**config.mk**
```make
export PLATFORM = sky130hd
export DESIGN_NAME = tsp_frame_packer
export DESIGN_NICKNAME = d
export VERILOG_FILES = /design/src/rtl/tsp_pkg.sv /design/src/rtl/tsp_slot_counter.sv /design/src/rtl/tsp_mask_table.sv /design/src/rtl/tsp_slot_select.sv /design/src/rtl/tsp_frame_packer.sv
export SDC_FILE = /design/constraint.sdc
export NUM_CORES = 1
export LEC_CHECK = 0
export ABC_AREA = 1
export BUFFER_PORTS_ARGS = -buffer_cell sky130_fd_sc_hd__buf_2
export CAP_MARGIN = 20
export CORE_ASPECT_RATIO = 0.5
export CORE_UTILIZATION = 45
export CTS_BUF_LIST = sky130_fd_sc_hd__clkbuf_2
export DETAILED_ROUTE_END_ITERATION = 7
export GPL_TIMING_DRIVEN = 0
export PLACE_DENSITY = 0.66
export SKIP_LAST_GASP = 1
export SYNTH_ARGS = -nofsm -noshare
export SYNTH_HDL_FRONTEND = slang
export SYNTH_SLANG_ARGS = --single-unit
```
**constraint.sdc**
```tcl
create_clock -name clk -period 2.18 [get_ports clk]
set_input_delay 0.218 -clock clk [delete_from_list [all_inputs] [get_ports clk]]
set_output_delay 0.218 -clock clk [all_outputs]
set_load 0.005 [all_outputs]
```
**src/rtl/tsp_pkg.sv**
```systemverilog
package tsp_pkg;

    // Outcome of a configuration write in a given cycle
    typedef enum logic [1:0] {
        CFG_IDLE = 2'd0,
        CFG_TAKE = 2'd1,
        CFG_DENY = 2'd2
    } cfg_verdict_e;

    // Index width that stays at least one bit for a single core
    function automatic int unsigned idx_width(input int unsigned n);
        return (n > 1) ? $clog2(n) : 1;
    endfunction

endpackage

```
**src/rtl/tsp_slot_counter.sv**
```systemverilog
module tsp_slot_counter #(
    parameter int unsigned SLOT_COUNT = 16,
    parameter int unsigned SLOT_W     = $clog2(SLOT_COUNT)
) (
    input  logic              clk,
    input  logic              rst_n,
    output logic [SLOT_W-1:0] slot_o,
    output logic              first_o
);

    localparam logic [SLOT_W-1:0] LAST_SLOT = SLOT_W'(SLOT_COUNT - 1);

    typedef struct packed {
        logic [SLOT_W-1:0] slot;
    } cnt_t;

    cnt_t cnt_d, cnt_q;

    always_comb begin
        cnt_d = cnt_q;
        if (cnt_q.slot == LAST_SLOT) begin
            cnt_d.slot = '0;
        end else begin
            cnt_d.slot = cnt_q.slot + 1'b1;
        end
    end

    always_ff @(posedge clk) begin
        if (!rst_n) begin
            cnt_q <= '0;
        end else begin
            cnt_q <= cnt_d;
        end
    end

    assign slot_o  = cnt_q.slot;
    assign first_o = (cnt_q.slot == '0);

endmodule

```
**src/rtl/tsp_mask_table.sv**
```systemverilog
module tsp_mask_table
    import tsp_pkg::*;
#(
    parameter int unsigned NUM_CORES  = 4,
    parameter int unsigned SLOT_COUNT = 16,
    parameter int unsigned CORE_IDX_W = 2
) (
    input  logic                                 clk,
    input  logic                                 rst_n,
    input  logic                                 wr_en,
    input  logic [CORE_IDX_W-1:0]                wr_core,
    input  logic [SLOT_COUNT-1:0]                wr_mask,
    input  logic                                 wr_fill,
    output logic [NUM_CORES-1:0][SLOT_COUNT-1:0] masks_o,
    output logic                                 fill_o,
    output logic                                 err_o
);

    typedef struct packed {
        logic [NUM_CORES-1:0][SLOT_COUNT-1:0] masks;
        logic                                 fill;
        logic                                 err;
    } tbl_t;

    tbl_t tbl_d, tbl_q;

    logic [NUM_CORES-1:0] clash;
    logic                 in_range;
    cfg_verdict_e         verdict;

    // A slot collision with any core other than the one being rewritten
    for (genvar j = 0; j < NUM_CORES; j++) begin : g_clash
        assign clash[j] = (CORE_IDX_W'(j) != wr_core) && (|(tbl_q.masks[j] & wr_mask));
    end

    assign in_range = (32'(wr_core) < NUM_CORES);

    always_comb begin
        if (!wr_en) begin
            verdict = CFG_IDLE;
        end else if (in_range && !(|clash)) begin
            verdict = CFG_TAKE;
        end else begin
            verdict = CFG_DENY;
        end
    end

    always_comb begin
        tbl_d = tbl_q;
        unique case (verdict)
            CFG_TAKE: begin
                for (int c = 0; c < NUM_CORES; c++) begin
                    if (CORE_IDX_W'(c) == wr_core) begin
                        tbl_d.masks[c] = wr_mask;
                    end
                end
                tbl_d.fill = wr_fill;
                tbl_d.err  = 1'b0;
            end
            CFG_DENY: begin
                tbl_d.err = 1'b1;
            end
            default: begin
            end
        endcase
    end

    always_ff @(posedge clk) begin
        if (!rst_n) begin
            tbl_q <= '0;
        end else begin
            tbl_q <= tbl_d;
        end
    end

    assign masks_o = tbl_q.masks;
    assign fill_o  = tbl_q.fill;
    assign err_o   = tbl_q.err;

endmodule

```
**src/rtl/tsp_slot_select.sv**
```systemverilog
module tsp_slot_select #(
    parameter int unsigned NUM_CORES  = 4,
    parameter int unsigned SLOT_COUNT = 16,
    parameter int unsigned SLOT_W     = $clog2(SLOT_COUNT)
) (
    input  logic [NUM_CORES-1:0][SLOT_COUNT-1:0] masks_i,
    input  logic [SLOT_W-1:0]                    slot_i,
    input  logic [NUM_CORES-1:0]                 valid_i,
    input  logic [NUM_CORES-1:0]                 data_i,
    input  logic                                 fill_i,
    output logic [NUM_CORES-1:0]                 ready_o,
    output logic                                 bit_o
);

    logic [NUM_CORES-1:0] owns;
    logic [NUM_CORES-1:0] take;

    for (genvar c = 0; c < NUM_CORES; c++) begin : g_own
        assign owns[c] = masks_i[c][slot_i];
    end

    assign ready_o = owns;
    assign take    = owns & valid_i;

    always_comb begin
        if (|take) begin
            bit_o = |(take & data_i);
        end else begin
            bit_o = fill_i;
        end
    end

endmodule

```
**src/rtl/tsp_frame_packer.sv**
```systemverilog
module tsp_frame_packer
    import tsp_pkg::*;
#(
    parameter  int unsigned NUM_CORES  = 4,
    parameter  int unsigned SLOT_COUNT = 16,
    localparam int unsigned CORE_IDX_W = idx_width(NUM_CORES),
    localparam int unsigned SLOT_W     = $clog2(SLOT_COUNT)
) (
    input  logic                  clk,
    input  logic                  rst_n,
    input  logic                  cfg_we,
    input  logic [CORE_IDX_W-1:0] cfg_core,
    input  logic [SLOT_COUNT-1:0] cfg_mask,
    input  logic                  cfg_fill,
    output logic                  cfg_err,
    input  logic [NUM_CORES-1:0]  in_valid,
    input  logic [NUM_CORES-1:0]  in_data,
    output logic [NUM_CORES-1:0]  in_ready,
    output logic                  bus_bit,
    output logic                  bus_sof
);

    typedef struct packed {
        logic bit_v;
        logic sof;
    } out_t;

    out_t out_d, out_q;

    logic [NUM_CORES-1:0][SLOT_COUNT-1:0] masks_w;
    logic                                 fill_w;
    logic [SLOT_W-1:0]                    slot_w;
    logic                                 first_w;
    logic                                 sel_bit_w;

    tsp_slot_counter #(
        .SLOT_COUNT(SLOT_COUNT),
        .SLOT_W    (SLOT_W)
    ) u_counter (
        .clk    (clk),
        .rst_n  (rst_n),
        .slot_o (slot_w),
        .first_o(first_w)
    );

    tsp_mask_table #(
        .NUM_CORES (NUM_CORES),
        .SLOT_COUNT(SLOT_COUNT),
        .CORE_IDX_W(CORE_IDX_W)
    ) u_table (
        .clk    (clk),
        .rst_n  (rst_n),
        .wr_en  (cfg_we),
        .wr_core(cfg_core),
        .wr_mask(cfg_mask),
        .wr_fill(cfg_fill),
        .masks_o(masks_w),
        .fill_o (fill_w),
        .err_o  (cfg_err)
    );

    tsp_slot_select #(
        .NUM_CORES (NUM_CORES),
        .SLOT_COUNT(SLOT_COUNT),
        .SLOT_W    (SLOT_W)
    ) u_select (
        .masks_i(masks_w),
        .slot_i (slot_w),
        .valid_i(in_valid),
        .data_i (in_data),
        .fill_i (fill_w),
        .ready_o(in_ready),
        .bit_o  (sel_bit_w)
    );

    always_comb begin
        out_d       = out_q;
        out_d.bit_v = sel_bit_w;
        out_d.sof   = first_w;
    end

    always_ff @(posedge clk) begin
        if (!rst_n) begin
            out_q <= '0;
        end else begin
            out_q <= out_d;
        end
    end

    assign bus_bit = out_q.bit_v;
    assign bus_sof = out_q.sof;

endmodule

```
==> run_results.csv <==
group,metric,value,unit
setup_path,endpoint,"in_ready[3]",
sta,final.setup.worst_slack,-14.23,ps
cells_and_area,area_growth_syn_to_layout,14.66,%
global_routing,grt_max_degree,12,
yosys,synth_top_area_share,33.58,%
cells_and_area,drive_gt1_share,11.58,%
detailed_routing,antenna_left,0,
floorplanning,rows,24,
yosys,synth_edf_count,0,
yosys,synth_area_leader_cell,"dfxtp_1",
floorplanning,die-area,9958,um2
yosys,syn_area_per_cell,5.731,um2
sta,finalSetupViolCount,2,
power,p_per_area,1279,nW/um2
cells_and_area,n_antenna_cell,0,
place,post-place-ws,5.981,ps
clocking,cts_buffer_depth,2,
sta,finalHoldViolCount,0,
global_routing,grt_pass1_vias,4185,
setup_path,crit_start,"u_counter.slot_o[0]$_SDFF_PP0_",
clocking,clock-root-buffer,"clkbuf_2",
sta,fmax,0.4557,GHz
outcome,violations,"negative setup slack",
outcome,outcome,"finished, violations left",
cells_and_area,fin_nets,839,
clocking,clock-sinks,72,
setup_path,critPathMaxFanout,10,
clocking,cts.clk_slew.worst_paths,200,ps
sta,relSlewSlack,66.09,%
detailed_routing,post_drt_wl_per_cell,13.65,um
place,place_inst,893,
sta,rsz0062_at_grt,"true",
clocking,numCtsBuffers,9,
setup_path,start_kind,"register",
power,p_leak,0.002848,uW
floorplanning,fp.dieW,140.1,um
setup_path,rr_startpoint,"u_table.masks_o[21]$_SDFFE_PN0P_",
sta,timing.final.crit_share,100.7,%
detailed_routing,wl,12680,um
setup_path,required,1960,ps
floorplanning,dieHeight,71.07,um
sta,period_needed,2194,ps
yosys,synth-seq-cells,72,
sta,finClkSkew,29.24,ps
global_routing,grt-ovfl-total,0,
setup_path,regToRegSetupSlack,170,ps
clocking,cts_tree,"built",
cells_and_area,layout_common_cells,"nand2_1 (297), nor2_1 (167), inv_1 (89)",
cells_and_area,layout_commonest_cell,"nand2_1",
detailed_routing,vias,4518,
setup_path,cp.arrival,1980,ps
global_routing,grt_pass1_wl,20580,um
clocking,clkLatencyLatePin,550,ps
yosys,syn_area,4293,um2
yosys,yosys.cell_types.count,21,
place,place.gp.congestion,0.8831,
clocking,cts_htree_levels,3,
yosys,ys_seq_area_share,33.58,%
floorplanning,io-pin-count,37,
yosys,synthCells,749,
detailed_routing,drt-pass1-iter-count,7,
yosys,ys.warnings.count,0,
setup_path,worstReg2RegEnd,"u_table.masks_o[38]$_SDFFE_PN0P_",
yosys,synth_ff_type,"dfxtp_1",
global_routing,track_usage,27.44,%
sta,max_slew.worst_pin.slew,508.6,ps
flow_run,timing.max_cap.violations,0,
detailed_routing,drc,0,
place,io_buffers,27,
floorplanning,start_util,47.81,%
place,hpwl,9286,um
cells_and_area,nFillCells,951,
setup_path,endpoint_kind,"output pin",
yosys,synthTopCellsByArea,"dfxtp_1 (34%), nand2_1 (26%), nor2_1 (15%)",
setup_path,path_class,"register to output pin",
global_routing,antenna_found_initial,0,
cells_and_area,finalNonFillerCells,929,
power,peakVddDrop,0.5304,mV
yosys,synthArstFlopShare,0,%
floorplanning,fp.coreArea,8979,um2
sta,drv_slew,0,
yosys,synthesis.nets,781,
detailed_routing,drtIter0Drc,490,
detailed_routing,post_drt_via_cell_ratio,4.863,
min_path,min-delay-path-class,"input port to register",
setup_path,rr_worst_depth,11,
[how the worst min path moves through the flow]
stage	startpoint	cells past startpoint	slack (ps)	endpoint
after detailed placement	cfg_fill	3	480	u_table.fill_o$_SDFFE_PN0N_
final	in_data[0]	5	50	bus_bit$_SDFF_PN0_
after floorplan	cfg_mask[13]	2	350	u_table.masks_o[13]$_SDFFE_PN0P_
after CTS	in_data[0]	5	10	bus_bit$_SDFF_PN0_
after global routing	in_data[0]	5	80	bus_bit$_SDFF_PN0_
after global placement	u_table.fill_o$_SDFFE_PN0N_	2	470	u_table.fill_o$_SDFFE_PN0N_
[cell usage after synthesis, drive strengths merged (2+ instances only)]
library cell,count
buf,33
clkbuf,5
o21a,2
a21oi,2
nand2,300
nand3,46
ha,2
inv,91
dfxtp,72
nor2,169
nand4,5
o21ai,19
[per-layer routing]
layer,share of wire (%),global-route usage [%],up-vias
li1,-,-,2331
met1,48,38.53,2022
met2,42,43.28,152
met3,8.9,5.349,13
met4,1.0,7.082,0
met5,0,0,-
[cell type report]
class | count | area (um2) | share of cell area (%)
inverters | 92 | 354.1 | 7.194
multi-input cells | 547 | 2256 | 45.83
clock buffers | 11 | 55.05 | 1.118
plain buffers | 38 | 312.8 | 6.355
well taps | 117 | 146.4 | 2.974
clock inverters | 5 | 23.77 | 0.4830
repair buffers | 47 | 330.3 | 6.711
flip-flops and latches | 72 | 1444 | 29.33
[registers in the layout, summed over array words and instances, names as in the netlist]
register          count
bus_bit               1
bus_sof               1
u_counter.slot_o      4
u_table.err_o         1
u_table.fill_o        1
u_table.masks_o      64
[logic make-up (layout without fill, tap and decap cells)]
family          Yosys count  count (layout)  synth area share (%)
compound gates           23              23                 2.798
xor+xnor                  1               1                0.2041
fa+ha+maj                 2               2                0.5828
buf+inv                 130             193                 14.05
flops                    72              72                 33.58
simple gates            521             521                 48.79
[report_power, final]
group	switching (uW)	internal [uW]	leakage, uW
logic	2330	1250	0.00220
clock network	490	148	0.0000629
registers	222	1850	0.000586
total	3040	3250	0.00285
[worst max-delay path, stage by stage (launching register included)]
cell and delay, ps:
dfxtp_2 390, buf_8 120, clkinvlp_4 120, buf_6 180, nand2_1 70, nand3_1 60
nand2_1 100, nand2_1 60, nand2_1 90, inv_1 40, nand2_1 80, buf_2 110
[through the flow]
step	TNS (ps)	utilization, %	instance area [um2]	hold slack, ps	power, uW
after floorplan	0	-	4293	352.9	4819
after global placement	0	50.95	4574	471.7	5546
after detailed placement	0	50.95	4574	477.0	5586
after CTS	-97.01	54.75	4916	11.40	6291
after global routing	-576.4	54.82	4922	76.79	6962
final	-20.70	54.82	4922	50.76	6297
[what timing repair did]
action                                  4_1_cts  5_1_grt
gates resized for setup                      26        3
endpoints found under the setup margin        5        4
hold buffers                                 18        0
buffers inserted                              2        0
pin swaps                                     0        1
endpoints found under the hold margin        57        0
Power figures use the tool's default switching activity.
